## src/rtl/baud_pkg.sv

```systemverilog
package baud_pkg;
  localparam logic [2:0] MODE_SYNC = 3'b001;

  function automatic logic mode_is_async(input logic [2:0] m);
    return (m == 3'b010) || (m == 3'b100) || (m == 3'b101) || (m == 3'b110);
  endfunction
endpackage

```

## src/rtl/baud_prescale.sv

```systemverilog
module baud_prescale #(
  parameter int PRE_A = 8,
  parameter int PRE_B = 4
) (
  input  logic       clk,
  input  logic       rst_n,
  input  logic       half_base,
  input  logic [1:0] clk_sel,
  output logic       tap_tick
);
  localparam int AW = $clog2(PRE_A);
  localparam int BW = $clog2(PRE_B);
  localparam logic [AW-1:0] A_LAST = AW'(PRE_A - 1);
  localparam logic [BW-1:0] B_LAST = BW'(PRE_B - 1);

  logic          half_q;
  logic [AW-1:0] cnt_a;
  logic [BW-1:0] cnt_b;
  logic          base_tick, tick_a, tick_b;

  assign base_tick = half_base ? half_q : 1'b1;
  assign tick_a    = base_tick && (cnt_a == A_LAST);
  assign tick_b    = tick_a && (cnt_b == B_LAST);

  always_ff @(posedge clk or negedge rst_n) begin
    if (!rst_n) begin
      half_q <= 1'b0;
      cnt_a  <= '0;
      cnt_b  <= '0;
    end else begin
      half_q <= ~half_q;
      if (base_tick) cnt_a <= tick_a ? '0 : cnt_a + 1'b1;
      if (tick_a)    cnt_b <= tick_b ? '0 : cnt_b + 1'b1;
    end
  end

  always_comb begin
    unique case (clk_sel)
      2'b00:   tap_tick = base_tick;
      2'b01:   tap_tick = tick_a;
      default: tap_tick = tick_b;
    endcase
  end

  a_r2_tick8_spaced: assert property (@(posedge clk) disable iff (!rst_n)
    tick_a |=> !tick_a);
  a_r2_tick32_spaced: assert property (@(posedge clk) disable iff (!rst_n)
    tick_b |=> !tick_b);
endmodule

```

## src/rtl/baud_divider.sv

```systemverilog
module baud_divider #(
  parameter int RW = 8
) (
  input  logic          clk,
  input  logic          rst_n,
  input  logic          en,
  input  logic          tap_tick,
  input  logic [RW-1:0] reload,
  output logic          div_tick
);
  logic [RW-1:0] cnt;

  assign div_tick = en && tap_tick && (cnt == '0);

  always_ff @(posedge clk or negedge rst_n) begin
    if (!rst_n)        cnt <= '0;
    else if (!en)      cnt <= '0;
    else if (tap_tick) cnt <= (cnt == '0) ? reload : cnt - 1'b1;
  end
endmodule

```

## src/rtl/baud_final.sv

```systemverilog
module baud_final #(
  parameter int OVS = 16
) (
  input  logic clk,
  input  logic rst_n,
  input  logic div_tick,
  input  logic is_async,
  input  logic is_sync_int,
  input  logic is_sync_ext,
  input  logic clk_pol,
  input  logic sclk_in,
  output logic tx_en,
  output logic rx_en,
  output logic sclk_out,
  output logic sclk_oe
);
  localparam int OW = $clog2(OVS);
  localparam logic [OW-1:0] O_LAST = OW'(OVS - 1);

  logic [OW-1:0] ovs_cnt;
  logic          sclk_q;
  logic          sy1, sy2, sy3;

  always_ff @(posedge clk or negedge rst_n) begin
    if (!rst_n) begin
      sy1 <= 1'b0;
      sy2 <= 1'b0;
      sy3 <= 1'b0;
    end else begin
      sy1 <= sclk_in;
      sy2 <= sy1;
      sy3 <= sy2;
    end
  end

  always_ff @(posedge clk or negedge rst_n) begin
    if (!rst_n) begin
      ovs_cnt <= '0;
      sclk_q  <= 1'b1;
      tx_en   <= 1'b0;
      rx_en   <= 1'b0;
    end else begin
      tx_en <= 1'b0;
      rx_en <= 1'b0;
      if (is_async) begin
        sclk_q <= 1'b1;
        if (div_tick) begin
          ovs_cnt <= ovs_cnt + 1'b1;
          if (ovs_cnt == O_LAST) begin
            tx_en <= 1'b1;
            rx_en <= 1'b1;
          end
        end
      end else if (is_sync_int) begin
        ovs_cnt <= '0;
        if (div_tick) begin
          sclk_q <= ~sclk_q;
          if (sclk_q) tx_en <= 1'b1;
          else        rx_en <= 1'b1;
        end
      end else if (is_sync_ext) begin
        ovs_cnt <= '0;
        sclk_q  <= 1'b1;
        if (sy2 != sy3) begin
          if (sy2 ^ clk_pol) rx_en <= 1'b1;
          else               tx_en <= 1'b1;
        end
      end else begin
        ovs_cnt <= '0;
        sclk_q  <= 1'b1;
      end
    end
  end

  assign sclk_out = sclk_q ^ clk_pol;
  assign sclk_oe  = is_sync_int;

  // asynchronous strobes always come as a pair
  a_r4_async_pair: assert property (@(posedge clk) disable iff (!rst_n)
    $past(is_async) |-> (tx_en == rx_en));
  // a transmit strobe in internal synchronous mode leaves the clock low
  a_r5_tx_on_fall: assert property (@(posedge clk) disable iff (!rst_n)
    ($past(is_sync_int) && tx_en) |-> !sclk_q);
  // external edges give one strobe kind at a time
  a_r7_ext_exclusive: assert property (@(posedge clk) disable iff (!rst_n)
    $past(is_sync_ext) |-> !(tx_en && rx_en));
  // disabled modes stay silent
  a_r8_idle_silent: assert property (@(posedge clk) disable iff (!rst_n)
    (!is_async && !is_sync_int && !is_sync_ext) |=> (!tx_en && !rx_en));
endmodule

```

## src/rtl/baud_clkgen.sv

```systemverilog
module baud_clkgen
  import baud_pkg::*;
#(
  parameter int RW    = 8,
  parameter int PRE_A = 8,
  parameter int PRE_B = 4,
  parameter int OVS   = 16
) (
  input  logic          clk,
  input  logic          rst_n,
  input  logic          half_base,
  input  logic [1:0]    clk_sel,
  input  logic [2:0]    mode,
  input  logic          ext_clk,
  input  logic          clk_pol,
  input  logic [RW-1:0] reload,
  input  logic          sclk_in,
  input  logic          rxd_pin,
  input  logic          rxd_inv,
  input  logic          txd_in,
  input  logic          txd_inv,
  output logic          tx_en,
  output logic          rx_en,
  output logic          sclk_out,
  output logic          sclk_oe,
  output logic          rxd_out,
  output logic          txd_pin
);
  logic is_async, is_sync_int, is_sync_ext;
  logic tap_tick, div_tick;

  assign is_async    = mode_is_async(mode);
  assign is_sync_int = (mode == MODE_SYNC) && !ext_clk;
  assign is_sync_ext = (mode == MODE_SYNC) && ext_clk;

  baud_prescale #(.PRE_A(PRE_A), .PRE_B(PRE_B)) u_pre (
    .clk(clk), .rst_n(rst_n), .half_base(half_base),
    .clk_sel(clk_sel), .tap_tick(tap_tick)
  );

  baud_divider #(.RW(RW)) u_div (
    .clk(clk), .rst_n(rst_n), .en(is_async || is_sync_int),
    .tap_tick(tap_tick), .reload(reload), .div_tick(div_tick)
  );

  baud_final #(.OVS(OVS)) u_fin (
    .clk(clk), .rst_n(rst_n), .div_tick(div_tick),
    .is_async(is_async), .is_sync_int(is_sync_int), .is_sync_ext(is_sync_ext),
    .clk_pol(clk_pol), .sclk_in(sclk_in),
    .tx_en(tx_en), .rx_en(rx_en), .sclk_out(sclk_out), .sclk_oe(sclk_oe)
  );

  assign rxd_out = rxd_pin ^ rxd_inv;
  assign txd_pin = txd_in ^ txd_inv;
endmodule

```

## config.mk

```make
export PLATFORM = sky130hd
export DESIGN_NAME = baud_clkgen
export DESIGN_NICKNAME = d
export VERILOG_FILES = /design/src/rtl/baud_pkg.sv /design/src/rtl/baud_prescale.sv /design/src/rtl/baud_divider.sv /design/src/rtl/baud_final.sv /design/src/rtl/baud_clkgen.sv
export SDC_FILE = /design/constraint.sdc
export NUM_CORES = 1
export LEC_CHECK = 0
export ABC_AREA = 1
export CAP_MARGIN = 0
export CORE_AREA = 3 3 90 49
export DETAILED_ROUTE_END_ITERATION = 7
export DIE_AREA = 0 0 93 52
export DONT_BUFFER_PORTS = 1
export PLACE_DENSITY = 0.52
export SYNTH_ARGS = -nofsm -noshare
export SYNTH_HDL_FRONTEND = slang
export SYNTH_SLANG_ARGS = --single-unit
```

## constraint.sdc

```tcl
create_clock -name clk -period 2.97 [get_ports clk]
set_clock_uncertainty 0.1 [all_clocks]
set_input_delay 0.594 -clock clk [delete_from_list [all_inputs] [get_ports clk]]
set_output_delay 0.594 -clock clk [all_outputs]
set_load 0.005 [all_outputs]
```

# [After elaboration in Yosys (flattened, before gate mapping)]
# Cells that the tools add are included.
# Widths: inputs -> output; s select.
[totals] register_bits=24 input_bits=23
[classes] n_addsub=4 n_eq_ne=13 n_mux=28 bitwise=6 reduce_logical=13
[op_table] operator="$mux 8" n=3
[op_table] operator="$mux 1" n=20
[op_table] operator="$eq 3x3->1 const B" n=4
[op_table] operator="$logic_not 8->1" n=1
[op_table] operator="$mux 4" n=2
[op_table] operator="$sub 8x1->8 const B" n=1
[op_table] operator="$logic_and 1x1->1" n=6
[op_table] operator="$add 4x1->4 const B" n=1
[op_table] operator="$eq 4x4->1 const B" n=1
[op_table] operator="$logic_or 1x1->1" n=4
[op_table] operator="$xor 1x1->1" n=4
[op_table] operator="$add 3x1->3 const B" n=1
[op_table] operator="$eq 3x1->1 const B" n=1
[op_table] operator="$eq 3x2->1 const B" n=1
[op_table] operator="$mux 3" n=1
[op_table] operator="$ne 3x2->1 const B" n=1
[op_table] operator="$add 2x1->2 const B" n=1
[op_table] operator="$eq 2x1->1 const B" n=1
[op_table] operator="$eq 2x2->1 const B" n=1
[op_table] operator="$logic_not 2->1" n=1
[op_table] operator="$mux 2" n=1
[op_table] operator="$ne 2x1->1 const B" n=1
[op_table] operator="$ne 2x2->1 const B" n=1
[op_table] operator="$not 1->1" n=2
[op_table] operator="other kinds (3)" n=3

# [Longest topological paths before layout]
# Gate-level depths: netlist (run 1).
[depth] word_depth=10 mapped_depth=12 mapped_depth_nobuf=12

# [By module]
# A second synthesis (run 1) with hierarchy kept.
[hier_totals] cells_unflattened=215 hier_area_um2=1521.5
[by_module_without_submodules] module="baud_divider" instances=1 cells_each=99 area_per_inst_um2=629.4 seq_area_each_um2=200.2
[by_module_without_submodules] module="baud_final" instances=1 cells_each=65 area_per_inst_um2=515.5 seq_area_each_um2=251.5
[by_module_without_submodules] module="baud_prescale" instances=1 cells_each=39 area_per_inst_um2=316.6 seq_area_each_um2=150.1
[by_module_without_submodules] module="baud_clkgen" instances=1 cells_each=12 area_per_inst_um2=60.1 seq_area_each_um2=0.0

# [Worst setup path after synthesis (run 1)]
# Ideal clock, no wire load.
[synth_timing] kind="in2out" startpoint="in mode[1]" endpoint="out sclk_oe" t_arrival_ns=0.933 t_required_ns=2.276 setup_slack_ns=1.343 cell_stages=3 n_path_buf=0 path_cell_list="nor2_2 -> nand3_2 -> inv_1"
[synth_between] elab_chain_len=2
[synth_rtl] element="start: declaration" line="baud_clkgen.sv:13" source="input logic [2:0] mode,"
[synth_rtl] element="$eq 3x1->1" line="baud_clkgen.sv:33" source="assign is_sync_int = (mode == MODE_SYNC) && !ext_clk;"
[synth_rtl] element="$logic_and 1x1->1" line="baud_clkgen.sv:33"
[synth_rtl] element="end: declaration" line="baud_clkgen.sv:25" source="output logic sclk_oe,"
# Every way passes these cells.

# [Worst setup path in the final report (run 1)]
[layout_timing] startpoint="reg u_pre.cnt_a[0]" endpoint="reg u_div.cnt[0]"
[layout_between] elab_chain_len=5
[layout_rtl] element="start: declaration" line="baud_prescale.sv:17" source="logic [AW-1:0] cnt_a;"
[layout_rtl] element="start signal: assignment" line="baud_prescale.sv:32" source="if (base_tick) cnt_a <= tick_a ? '0 : cnt_a + 1'b1;"
[layout_rtl] element="$eq 3x3->1 (*)" line="baud_prescale.sv:22" source="assign tick_a = base_tick && (cnt_a == A_LAST);"
[layout_rtl] element="$logic_and 1x1->1 (*)" line="baud_prescale.sv:22"
[layout_rtl] element="$logic_and 1x1->1" line="baud_prescale.sv:23" source="assign tick_b = tick_a && (cnt_b == B_LAST);"
[layout_rtl] element="$pmux 1 s2 (*)" line="baud_prescale.sv:38" source="unique case (clk_sel)"
[layout_rtl] element="$ne 2x2->1 (no line) (*)"
[layout_rtl] element="end signal: assignment" line="baud_divider.sv:18" source="else if (tap_tick) cnt <= (cnt == '0) ? reload : cnt - 1'b1;"
[layout_rtl] element="end: declaration" line="baud_divider.sv:11" source="logic [RW-1:0] cnt;"
# Mark *: on every way between the ends. The rest lies on a longest branch, timed or not.
# A chain may end at the register's enable or synchronous reset.

==> flow_summary.html, run 1 <==
<table>
<tr><th>Metric</th><th>Value</th></tr>
<tr><th colspan="2">Hold path</th></tr>
<tr><td>Min-delay worst type</td><td>input pin to async pin</td></tr>
<tr><th colspan="2">Global route</th></tr>
<tr><td>Vias in the first global route</td><td>1051</td></tr>
<tr><td>Largest net degree at the start of global routing</td><td>24</td></tr>
<tr><td>First-pass GRT wire length</td><td>5160 µm</td></tr>
<tr><td>Total gr overflow</td><td>0</td></tr>
<tr><td>Gr usage total</td><td>13.7%</td></tr>
<tr><td>Number of antenna violations at the first check in global routing</td><td>0</td></tr>
<tr><th colspan="2">Routing</th></tr>
<tr><td>Total Routed Length</td><td>3030 µm</td></tr>
<tr><td>Initial drt markers</td><td>53</td></tr>
<tr><td>DRC violation count after routing</td><td>0</td></tr>
<tr><td>Detail-routed net length per standard cell</td><td>12.6 µm</td></tr>
<tr><td>1st-pass router iterations</td><td>4</td></tr>
<tr><td>Routed vias</td><td>1130</td></tr>
<tr><td>Average vias per placed instance</td><td>4.71</td></tr>
<tr><td>Detail Route Antenna Nets</td><td>0</td></tr>
<tr><th colspan="2">Synthesis</th></tr>
<tr><td>Seq/Total Area, Yosys</td><td>40.8%</td></tr>
<tr><td>Cell variety after synth</td><td>29</td></tr>
<tr><td>Synth Instances</td><td>181</td></tr>
<tr><td>Number of warnings issued by yosys</td><td>0</td></tr>
<tr><td>Yosys reg bits</td><td>24</td></tr>
<tr><td>Average size of a mapped cell</td><td>8.14 µm²</td></tr>
<tr><td>Post-synthesis instance area</td><td>0.00147 mm²</td></tr>
<tr><td>Syn_nets</td><td>210</td></tr>
<tr><th colspan="2">Placed design</th></tr>
<tr><td>Placement-stage cell area</td><td>0.00154 mm²</td></tr>
<tr><td>Worst slack at placement</td><td>1.22 ns</td></tr>
<tr><td>Port bufs</td><td>0</td></tr>
<tr><td>Sum of net half-perimeters after detailed placement</td><td>2240 µm</td></tr>
<tr><td>GPL Wtd Cong</td><td>0.843</td></tr>
<tr><th colspan="2">Finish</th></tr>
<tr><td>Final antenna diode count</td><td>0</td></tr>
<tr><td>Share of cells above drive strength 1</td><td>18.3%</td></tr>
<tr><td>Area overhead of the layout relative to synthesis</td><td>9.00%</td></tr>
<tr><td>Layout filler cell count</td><td>377</td></tr>
<tr><td>Final instance area</td><td>0.00161 mm²</td></tr>
<tr><td>Net count reported at finish</td><td>216</td></tr>
<tr><th colspan="2">Power</th></tr>
<tr><td>VDD IR max</td><td>0.000210 V</td></tr>
<tr><td>Portion of total power attributed to combinational logic</td><td>52.8%</td></tr>
<tr><td>Total net switching power</td><td>0.629 mW</td></tr>
<tr><td>Net switching fraction of the power</td><td>44.5%</td></tr>
<tr><td>Clock power frac</td><td>14.1%</td></tr>
<tr><td>Leakage power</td><td>0.824 nW</td></tr>
<tr><td>Power density of the placed cells</td><td>879 mW/mm²</td></tr>
<tr><td>Share of total power in sequential cells</td><td>33.1%</td></tr>
<tr><td>Internal power summed over all cells</td><td>0.784 mW</td></tr>
<tr><th colspan="2">STA</th></tr>
<tr><td>Clock period minus worst slack</td><td>1.78 ns</td></tr>
<tr><td>Final setup vio count</td><td>0</td></tr>
<tr><td>Sum of negative setup slack</td><td>0 ns</td></tr>
<tr><td>Setup repair after global routing missed its margin</td><td>no</td></tr>
<tr><td>Period utilization</td><td>59.8%</td></tr>
<tr><td>Number of hold-slack violations in the final timing report</td><td>0</td></tr>
<tr><td>Achievable clock frequency</td><td>0.563 GHz</td></tr>
<tr><td>Slew margin rel.</td><td>81.2%</td></tr>
<tr><td>Final WS setup</td><td>1.19 ns</td></tr>
<tr><td>Max Transition Viols Final</td><td>0</td></tr>
<tr><td>Slew at the pin with the worst max-slew slack</td><td>0.281 ns</td></tr>
<tr><th colspan="2">Worst setup path</th></tr>
<tr><td>Critical path launch point type</td><td>register</td></tr>
<tr><td>Data arrival time of the critical path</td><td>1.87 ns</td></tr>
<tr><td>Worst Path Max Fanout</td><td>5</td></tr>
<tr><td>Crit Path Category</td><td>register to register</td></tr>
<tr><td>Worst Setup End Kind</td><td>register</td></tr>
<tr><td>Required time worst endpoint</td><td>3.06 ns</td></tr>
<tr><th colspan="2">Floorplan</th></tr>
<tr><td>Count of standard-cell rows</td><td>16</td></tr>
<tr><td>Die boundary height</td><td>52 µm</td></tr>
<tr><td>Starting Density</td><td>39.2%</td></tr>
<tr><td>Top-level port count</td><td>29</td></tr>
<tr><td>Die Outline Area</td><td>0.00484 mm²</td></tr>
<tr><td>Floorplan die width</td><td>93 µm</td></tr>
<tr><td>Core box area</td><td>0.00376 mm²</td></tr>
<tr><th colspan="2">Run status</th></tr>
<tr><td>Result of the run</td><td>completed</td></tr>
<tr><th colspan="2">CTS</th></tr>
<tr><td>Clock buffer count from CTS</td><td>3</td></tr>
<tr><td>Clock net sink count</td><td>24</td></tr>
<tr><td>Clock transition at the registers of the reported paths</td><td>0.09 ns</td></tr>
<tr><td>CTS tree</td><td>built</td></tr>
<tr><td>Buffer type at the clock tree root</td><td>clkbuf_8</td></tr>
<tr><td>Clock tree buffer depth</td><td>2</td></tr>
<tr><td>Number of levels in the clock H-tree</td><td>1</td></tr>
<tr><td>Clock network latency to the later pin of the worst-skew pair</td><td>0.27 ns</td></tr>
<tr><th colspan="2">Flow run</th></tr>
<tr><td>Max Cap Viol</td><td>0</td></tr>
</table>
## flip-flops by register name, summed over array words and instances (netlist names)
| signal | count |
|---|---|
| u_div.cnt | 8 |
| u_fin.ovs_cnt | 4 |
| u_pre.cnt_a | 3 |
| u_pre.cnt_b | 2 |
| u_fin.rx_en | 1 |
| u_fin.sclk_q | 1 |
| u_fin.sy1 | 1 |
| u_fin.sy2 | 1 |
| u_fin.sy3 | 1 |
| u_fin.tx_en | 1 |
| u_pre.half_q | 1 |
## synth_stat cells
cell	n	area share [%]
xor2_1	8	4.8
nor2_1	13	3.3
nor2_2	2	0.85
nand2_1	47	12
inv_2	8	2.0
nand3_2	1	0.68
o21ai_0	4	1.4
nand3b_1	3	1.5
ha_1	6	5.1
inv_4	1	0.42
or3_1	1	0.42
a21oi_1	1	0.34
o21a_1	1	0.51
o21ai_2	1	0.59
nor2_4	3	2.3
nand3_4	1	1.2
dfstp_2	1	1.8
a21oi_2	1	0.59
inv_1	13	3.3
dfrtp_1	23	39
nand3_1	22	7.5
o21ai_1	5	1.7
nand2_2	6	2.5
xnor2_1	2	1.2
nand2_4	2	1.5
nor3_4	1	1.1
o211ai_1	1	0.51
mux2_2	2	1.5
nor3_1	1	0.34
## through the flow
step,cells,hold WS (ns),util (%),power [mW]
2_1_floorplan,181,0.198,-,1.07
3_3_place_gp,235,0.199,41.0,1.19
3_5_place_dp,235,0.199,41.0,1.21
4_1_cts,240,0.0216,42.7,1.43
5_1_grt,240,0.0111,42.7,1.56
6_report,240,0.0277,42.7,1.41
## path summary, 6_finish.rpt
path / slack [ns] / end / depth (start not counted) / from
worst max register to register: 1.19 / u_div.cnt[0] / 9 / u_pre.cnt_a[0]
worst max-delay path: 1.19 / u_div.cnt[0] / 9 / u_pre.cnt_a[0]
worst min-delay path: 0.03 / u_div.cnt[6] / 1 / rst_n
worst min register to register: 0.26 / u_fin.sy2 / 0 / u_fin.sy1
max in group asynchronous: 2.59 / u_fin.ovs_cnt[1] / 1 / rst_n
min in group clk: 0.25 / u_fin.sy1 / 0 / sclk_in
## cell families after synthesis
logic type | after synthesis | share of synthesized area, %
adder cells (fa/ha/maj) | 6 | 5.09
AO/OA/AOI/OAI | 14 | 5.60
AND/OR/NAND/NOR | 103 | 35.2
flip-flops | 24 | 40.8
XOR/XNOR | 10 | 5.94
multiplexers | 2 | 1.53
buffers and inverters | 22 | 5.77
## per-layer routing
metal  up-vias  GRT usage [%]  routed length [µm]
met2        25           19.2                1260
met1       519           20.8                1620
met5         -              0                   0
li1        584              -                   -
met4         0           2.92                  10
met3         2           3.76                 146
## placed cells by master, fill, tap and decap left out, types with 2 or more instances in the layout
cell type and instances:
nand3b_1 3, dfrtp_1 23, nor2_4 3, nand3_1 22
inv_1 13, o21ai_1 5, ha_1 6, nand2_2 6
xor2_1 8, inv_2 8, mux2_2 2, nor2_2 2
nand2_4 2, xnor2_1 2, clkbuf_8 3, nand2_1 47
o21ai_0 4, nor2_1 13
## worst max-delay path, stage by stage (launching register included)
cell and delay [ns]:
dfrtp_1 0.41, ha_1 0.20, ha_1 0.22, inv_1 0.08
nand2_1 0.05, nand3_1 0.09, nand2_2 0.09, a21oi_2 0.22
inv_2 0.11, o21ai_1 0.13
## timing repair
action / 4_1_cts / 5_1_grt
hold buffers: 1 / 0
resized for setup: 0 / 0
hold endpoints to repair: 23 / 0
setup buffers: 0 / 0
## power by group through the flow
stage | registers (mW) | clock network [mW] | logic [mW]
after floorplan | 0.456 | 0 | 0.615
after global placement | 0.468 | 0 | 0.722
after detailed placement | 0.472 | 0 | 0.737
after CTS | 0.465 | 0.212 | 0.752
after global routing | 0.474 | 0.229 | 0.856
final | 0.467 | 0.199 | 0.746
## final cells by class
cell class	instances	area, µm²	area share, %
multi-input cells	135	787	49.0
flip-flops and latches	24	602	37.5
inverters	22	85.1	5.30
well taps	54	67.6	4.21
clock buffers	4	45.0	2.80
repair buffers	1	20.0	1.25
No activity file was read; power rests on OpenSTA's default activity.
==> run 2, diff against run 1 <==
- PLACE_DENSITY: 0.52 -> 0.54
- clock period: 2.97 -> 1.55 ns (I/O delays scaled with it)
==> flow_summary.html, run 2 (synthesis results as in run 1) <==
<table>
<tr><th>Metric</th><th>Value</th></tr>
<tr><th colspan="2">Run status</th></tr>
<tr><td>Result of the run</td><td>finished, violations left</td></tr>
<tr><td>Violated checks</td><td>setup timing</td></tr>
<tr><th colspan="2">Worst setup path</th></tr>
<tr><td>Worst Path Max Fanout</td><td>6</td></tr>
<tr><td>Critical path launch point type</td><td>register</td></tr>
<tr><td>Data arrival time of the critical path</td><td>1.73 ns</td></tr>
<tr><td>Required time worst endpoint</td><td>1.66 ns</td></tr>
<tr><td>Worst Setup End Kind</td><td>register</td></tr>
<tr><td>Crit Path Category</td><td>register to register</td></tr>
<tr><th colspan="2">Routing</th></tr>
<tr><td>Total Routed Length</td><td>3180 µm</td></tr>
<tr><td>Initial drt markers</td><td>68</td></tr>
<tr><td>DRC violation count after routing</td><td>0</td></tr>
<tr><td>Average vias per placed instance</td><td>4.78</td></tr>
<tr><td>Routed vias</td><td>1189</td></tr>
<tr><td>Detail-routed net length per standard cell</td><td>12.8 µm</td></tr>
<tr><td>Detail Route Antenna Nets</td><td>0</td></tr>
<tr><td>1st-pass router iterations</td><td>4</td></tr>
<tr><th colspan="2">Power</th></tr>
<tr><td>VDD IR max</td><td>0.000494 V</td></tr>
<tr><td>Total power</td><td>3.12 mW</td></tr>
<tr><td>Leakage power</td><td>0.877 nW</td></tr>
<tr><td>Power density of the placed cells</td><td>1740 mW/mm²</td></tr>
<tr><th colspan="2">Placed design</th></tr>
<tr><td>GPL Wtd Cong</td><td>0.810</td></tr>
<tr><td>Port bufs</td><td>0</td></tr>
<tr><td>Sum of net half-perimeters after detailed placement</td><td>2380 µm</td></tr>
<tr><td>Worst slack at placement</td><td>-0.106 ns</td></tr>
<tr><th colspan="2">Floorplan</th></tr>
<tr><td>Die boundary height</td><td>52 µm</td></tr>
<tr><td>Die Outline Area</td><td>0.00484 mm²</td></tr>
<tr><td>Count of standard-cell rows</td><td>16</td></tr>
<tr><td>Top-level port count</td><td>29</td></tr>
<tr><td>Core box area</td><td>0.00376 mm²</td></tr>
<tr><td>Floorplan die width</td><td>93 µm</td></tr>
<tr><td>Starting Density</td><td>39.2%</td></tr>
<tr><th colspan="2">Global route</th></tr>
<tr><td>First-pass GRT wire length</td><td>5200 µm</td></tr>
<tr><td>Total gr overflow</td><td>0</td></tr>
<tr><td>Number of antenna violations at the first check in global routing</td><td>0</td></tr>
<tr><td>Vias in the first global route</td><td>1152</td></tr>
<tr><td>Gr usage total</td><td>13.8%</td></tr>
<tr><td>Largest net degree at the start of global routing</td><td>25</td></tr>
<tr><th colspan="2">Finish</th></tr>
<tr><td>Final antenna diode count</td><td>0</td></tr>
<tr><td>Most common cell after layout, fill and taps aside</td><td>nand2_1</td></tr>
<tr><td>Largest registers</td><td>u_div.cnt: 8 flops, u_fin.ovs_cnt: 4 flops, u_pre.cnt_a: 3 flops</td></tr>
<tr><td>Net count reported at finish</td><td>225</td></tr>
<tr><td>Area overhead of the layout relative to synthesis</td><td>21.5%</td></tr>
<tr><td>Top library cells by usage in the layout, fill and taps aside</td><td>44 x nand2_1, 23 x dfrtp_1, 20 x nand3_1</td></tr>
<tr><td>Max reg flops</td><td>8</td></tr>
<tr><td>Register ranked first by flip-flop count</td><td>u_div.cnt</td></tr>
<tr><td>Share of cells above drive strength 1</td><td>26.7%</td></tr>
<tr><th colspan="2">CTS</th></tr>
<tr><td>Buffer type at the clock tree root</td><td>clkbuf_8</td></tr>
<tr><td>Number of levels in the clock H-tree</td><td>1</td></tr>
<tr><td>Clock net sink count</td><td>24</td></tr>
<tr><td>Clock tree buffer depth</td><td>2</td></tr>
<tr><td>CTS tree</td><td>built</td></tr>
<tr><td>Clock transition at the registers of the reported paths</td><td>0.09 ns</td></tr>
<tr><td>Setup bufs post-CTS</td><td>0</td></tr>
<tr><td>Clock buffer count from CTS</td><td>3</td></tr>
<tr><td>Clock network latency to the later pin of the worst-skew pair</td><td>0.27 ns</td></tr>
<tr><th colspan="2">Hold path</th></tr>
<tr><td>Min-delay worst type</td><td>input pin to register</td></tr>
<tr><th colspan="2">STA</th></tr>
<tr><td>Slew at the pin with the worst max-slew slack</td><td>0.353 ns</td></tr>
<tr><td>Period utilization</td><td>104%</td></tr>
<tr><td>Number of hold-slack violations in the final timing report</td><td>0</td></tr>
<tr><td>Max Transition Viols Final</td><td>0</td></tr>
<tr><td>Final setup vio count</td><td>15</td></tr>
<tr><td>Clock period minus worst slack</td><td>1.61 ns</td></tr>
<tr><td>Slew margin rel.</td><td>76.5%</td></tr>
<tr><td>Achievable clock frequency</td><td>0.620 GHz</td></tr>
<tr><td>Final WS setup</td><td>-0.0627 ns</td></tr>
<tr><td>Setup repair after global routing missed its margin</td><td>yes</td></tr>
<tr><th colspan="2">Flow run</th></tr>
<tr><td>Max Cap Viol</td><td>0</td></tr>
</table>
## run 2: cell types whose count changed in the layout (fill, tap and decap cells not counted), sizes merged
cell	previous run	this run
clkinv	0	1
bufinv	0	1
dlygate4sd3	0	2
clkbuf	4	3
buf	1	8
inv	22	21
## run 2: layout make-up
type / count / area, µm²
Sequential cell: 24 / 602
Inverter: 22 / 95.1
Fill cell: 366 / 1970
Clock buffer: 3 / 41.3
Tap cell: 54 / 67.6
Timing Repair Buffer: 10 / 92.6
Clock inverter: 1 / 30.0
Multi-Input combinational cell: 135 / 862
## run 2: worst paths after layout
path                       cells after the start            to      startpoint  slack, ns
min reg2reg                                    0     u_fin.sy2       u_fin.sy1       0.26
max reg2reg                                   12  u_fin.sclk_q  u_pre.cnt_a[0]      -0.06
min in group asynchronous                      2  u_div.cnt[5]           rst_n       0.37
max                                           12  u_fin.sclk_q  u_pre.cnt_a[0]      -0.06
min                                            2  u_div.cnt[3]       reload[3]       0.12
max in group asynchronous                      2  u_fin.sclk_q           rst_n       0.76
## run 2: what timing repair did
| action | in CTS | in global routing |
|---|---|---|
| hold buffers | 3 | 0 |
| resized for setup | 9 | 9 |
| endpoints found under the setup margin | 16 | 16 |
| hold endpoints to repair | 25 | 0 |
| pin swaps | 6 | 8 |
## run 2: per-stage QoR
stage / utilization, % / TNS, ns / std cells / cell area (µm²) / hold slack [ns]
final: 47.6 / -0.430 / 249 / 1790 / 0.115
after floorplan: - / 0 / 181 / 1480 / -0.0856
after detailed placement: 42.4 / -1.09 / 242 / 1600 / -0.0849
after CTS: 46.4 / -0.862 / 249 / 1750 / 0.113
after global placement: 42.4 / -0.112 / 242 / 1600 / -0.0850
after global routing: 47.6 / -1.80 / 249 / 1790 / 0.120
## run 2: critical path: stages, from the launching register on
cell and delay [ns]:
dfrtp_1 0.39, ha_2 0.20, ha_4 0.17, inv_2 0.05, nand2_2 0.04, nand3_2 0.09
nand2_4 0.09, nand2_8 0.13, clkinv_8 0.08, nand2_8 0.08, nand2_2 0.04, nand2_1 0.05
nand2_1 0.05
## run 2: power by group
| part | internal [mW] | switching (mW) | leakage [nW] |
|---|---|---|---|
| clock | 0.346 | 0.214 | 0.0357 |
| sequential | 0.772 | 0.123 | 0.306 |
| combinational | 0.683 | 0.985 | 0.536 |
## run 2: layer usage
| metal | vias up | wire [µm] | part of all wire, % | track usage [%] |
|---|---|---|---|---|
| met3 | 4 | 170 | 5.3 | 4.91 |
| met4 | 0 | 20 | 0.63 | 3.89 |
| li1 | 606 | - | - | - |
| met5 | - | 0 | 0 | 0 |
| met2 | 28 | 1410 | 44 | 21.8 |
| met1 | 551 | 1580 | 50 | 17.8 |
==> run 3, diff against run 2 <==
- CORE_AREA: 3 3 90 49 -> 3 3 91 50
- CTS_BUF_LIST: not set -> sky130_fd_sc_hd__clkbuf_8
- DIE_AREA: 0 0 93 52 -> 0 0 94 53
- PLACE_DENSITY: 0.54 -> 0.52
==> flow_summary.html, run 3 (synthesis results as in run 1) <==
<table>
<tr><th>Metric</th><th>Value</th></tr>
<tr><th colspan="2">Run status</th></tr>
<tr><td>Result of the run</td><td>finished, violations left</td></tr>
<tr><td>Violated checks</td><td>setup timing</td></tr>
<tr><th colspan="2">STA</th></tr>
<tr><td>Final setup vio count</td><td>15</td></tr>
<tr><td>Sum of negative setup slack</td><td>-0.613 ns</td></tr>
<tr><td>Final WS setup</td><td>-0.0945 ns</td></tr>
<tr><td>Period utilization</td><td>106%</td></tr>
<tr><td>Final Hold Slack</td><td>0.111 ns</td></tr>
<tr><td>Setup repair after global routing missed its margin</td><td>yes</td></tr>
<tr><td>Slew margin rel.</td><td>80.1%</td></tr>
<tr><td>Slew at the pin with the worst max-slew slack</td><td>0.299 ns</td></tr>
<tr><td>Achievable clock frequency</td><td>0.608 GHz</td></tr>
<tr><td>Clock period minus worst slack</td><td>1.64 ns</td></tr>
<tr><td>Number of hold-slack violations in the final timing report</td><td>0</td></tr>
<tr><td>Max Transition Viols Final</td><td>0</td></tr>
<tr><th colspan="2">Power</th></tr>
<tr><td>Leakage power</td><td>0.923 nW</td></tr>
<tr><td>Clock power frac</td><td>14.1%</td></tr>
<tr><td>Total net switching power</td><td>1.31 mW</td></tr>
<tr><td>Share of total power in sequential cells</td><td>29.4%</td></tr>
<tr><td>Internal power summed over all cells</td><td>1.74 mW</td></tr>
<tr><td>Net switching fraction of the power</td><td>42.9%</td></tr>
<tr><td>Portion of total power attributed to combinational logic</td><td>56.5%</td></tr>
<tr><td>Power density of the placed cells</td><td>1650 mW/mm²</td></tr>
<tr><td>VDD IR max</td><td>0.000657 V</td></tr>
<tr><th colspan="2">Hold path</th></tr>
<tr><td>Min-delay worst type</td><td>input pin to register</td></tr>
<tr><th colspan="2">Finish</th></tr>
<tr><td>Share of cells above drive strength 1</td><td>31.8%</td></tr>
<tr><td>Layout filler cell count</td><td>375</td></tr>
<tr><td>Register ranked first by flip-flop count</td><td>u_div.cnt</td></tr>
<tr><td>Net count reported at finish</td><td>228</td></tr>
<tr><td>Largest registers</td><td>u_div.cnt: 8 flops, u_fin.ovs_cnt: 4 flops, u_pre.cnt_a: 3 flops</td></tr>
<tr><td>Top library cells by usage in the layout, fill and taps aside</td><td>43 x nand2_1, 23 x dfrtp_1, 18 x nand3_1</td></tr>
<tr><td>Most common cell after layout, fill and taps aside</td><td>nand2_1</td></tr>
<tr><td>Final antenna diode count</td><td>0</td></tr>
<tr><td>Area overhead of the layout relative to synthesis</td><td>25.2%</td></tr>
<tr><td>Max reg flops</td><td>8</td></tr>
<tr><th colspan="2">Routing</th></tr>
<tr><td>1st-pass router iterations</td><td>4</td></tr>
<tr><td>DRC violation count after routing</td><td>0</td></tr>
<tr><td>Total Routed Length</td><td>2960 µm</td></tr>
<tr><td>Routed vias</td><td>1159</td></tr>
<tr><td>Detail Route Antenna Nets</td><td>0</td></tr>
<tr><td>Detail-routed net length per standard cell</td><td>11.8 µm</td></tr>
<tr><td>Initial drt markers</td><td>7</td></tr>
<tr><td>Average vias per placed instance</td><td>4.60</td></tr>
<tr><th colspan="2">Floorplan</th></tr>
<tr><td>Floorplan die width</td><td>94 µm</td></tr>
<tr><td>Die boundary height</td><td>53 µm</td></tr>
<tr><td>Core box area</td><td>0.00380 mm²</td></tr>
<tr><td>Starting Density</td><td>38.8%</td></tr>
<tr><td>Top-level port count</td><td>29</td></tr>
<tr><td>Die Outline Area</td><td>0.00498 mm²</td></tr>
<tr><td>Count of standard-cell rows</td><td>16</td></tr>
<tr><th colspan="2">Worst setup path</th></tr>
<tr><td>Required time worst endpoint</td><td>1.66 ns</td></tr>
<tr><td>Crit Path Category</td><td>register to register</td></tr>
<tr><td>Reg2reg end</td><td>u_fin.ovs_cnt[1]</td></tr>
<tr><td>Critical Path Sink</td><td>u_fin.ovs_cnt[1]</td></tr>
<tr><td>Path depth of the worst reg2reg path</td><td>11</td></tr>
<tr><td>Critical path launch point type</td><td>register</td></tr>
<tr><td>Data arrival time of the critical path</td><td>1.76 ns</td></tr>
<tr><td>Reg2reg start</td><td>u_pre.cnt_a[0]</td></tr>
<tr><td>Worst Setup End Kind</td><td>register</td></tr>
<tr><td>Worst Path Max Fanout</td><td>4</td></tr>
<tr><td>Internal reg-to-reg setup slack</td><td>-0.09 ns</td></tr>
<tr><td>Worst setup startpoint</td><td>u_pre.cnt_a[0]</td></tr>
<tr><th colspan="2">CTS</th></tr>
<tr><td>Clock network latency to the later pin of the worst-skew pair</td><td>0.27 ns</td></tr>
<tr><td>Buffer type at the clock tree root</td><td>clkbuf_8</td></tr>
<tr><td>Clock buffer count from CTS</td><td>3</td></tr>
<tr><td>Clock transition at the registers of the reported paths</td><td>0.08 ns</td></tr>
<tr><td>CTS tree</td><td>built</td></tr>
<tr><td>Number of levels in the clock H-tree</td><td>1</td></tr>
<tr><td>Clock net sink count</td><td>24</td></tr>
<tr><td>Clock tree buffer depth</td><td>2</td></tr>
<tr><th colspan="2">Global route</th></tr>
<tr><td>Number of antenna violations at the first check in global routing</td><td>0</td></tr>
<tr><td>First-pass GRT wire length</td><td>5230 µm</td></tr>
<tr><td>Largest net degree at the start of global routing</td><td>25</td></tr>
<tr><td>Gr usage total</td><td>13.7%</td></tr>
<tr><td>Total gr overflow</td><td>0</td></tr>
<tr><td>Vias in the first global route</td><td>1191</td></tr>
<tr><th colspan="2">Placed design</th></tr>
<tr><td>Port bufs</td><td>0</td></tr>
<tr><td>Sum of net half-perimeters after detailed placement</td><td>2210 µm</td></tr>
<tr><td>GPL Wtd Cong</td><td>0.826</td></tr>
<tr><th colspan="2">Flow run</th></tr>
<tr><td>Max Cap Viol</td><td>0</td></tr>
</table>
## run 3: routing by layer
metal	share of wire (%)	track usage [%]	wire length [µm]	vias up
met2	48	25.4	1410	18
met3	5.0	3.84	147	4
li1	-	-	-	615
met1	46	15.4	1360	522
met4	1.3	4.32	39	0
met5	0	0	0	-
## run 3: how the worst min path moves through the flow
stage / startpoint / endpoint / depth (start not counted) / slack [ns]
2_1_floorplan: rst_n / u_div.cnt[0] / 0 / -0.09
3_3_place_gp: rst_n / u_div.cnt[6] / 0 / -0.08
3_5_place_dp: rst_n / u_div.cnt[5] / 0 / -0.08
4_1_cts: reload[3] / u_div.cnt[3] / 2 / 0.10
5_1_grt: reload[3] / u_div.cnt[3] / 2 / 0.12
6_report: reload[3] / u_div.cnt[3] / 2 / 0.11
## run 3: power by group through the flow
stage / combinational (mW) / clock, mW / sequential [mW]
after CTS: 1.60 / 0.451 / 0.894
after detailed placement: 1.48 / 0 / 0.899
after floorplan: 1.18 / 0 / 0.874
after global placement: 1.46 / 0 / 0.898
after global routing: 1.97 / 0.468 / 0.920
final: 1.72 / 0.429 / 0.896
## run 3: stage by stage
step                total power [mW]  cell area (µm²)  utilization, %  instances  worst slack [ns]
finish                          3.04             1850            48.5        252           -0.0945
global route                    3.36             1850            48.5        252            -0.208
CTS                             2.95             1730            45.5        249           -0.0969
detailed placement              2.38             1570            41.4        239            -0.129
global placement                2.36             1570            41.4        239           -0.0836
floorplan                       2.06             1480               -        181           0.00259
## run 3: layout make-up
class	count	area, µm²	area share [%]
repair buffers	13	144	7.80
clock buffers	4	55.1	2.98
flip-flops and latches	24	602	32.6
multi-input cells	135	890	48.2
inverters	22	87.6	4.75
well taps	54	67.6	3.66
## run 3: worst max-delay path: stages, from the launching register on
cell     delay, ns
dfrtp_1       0.36
ha_2          0.20
ha_4          0.14
inv_2         0.04
nand2_2       0.05
nand3_2       0.08
nand2_4       0.12
nand2_8       0.08
buf_12        0.13
nor2_4        0.14
nand3_1       0.08
nand2_1       0.07
## run 3: timing repair
item / 4_1_cts / 5_1_grt
setup buffers: 3 / 3
cloned: 0 / 0
hold endpoints to repair: 25 / 0
resized for setup: 8 / 17
endpoints found under the setup margin: 15 / 16
pin swaps: 8 / 11
hold buffers: 3 / 0
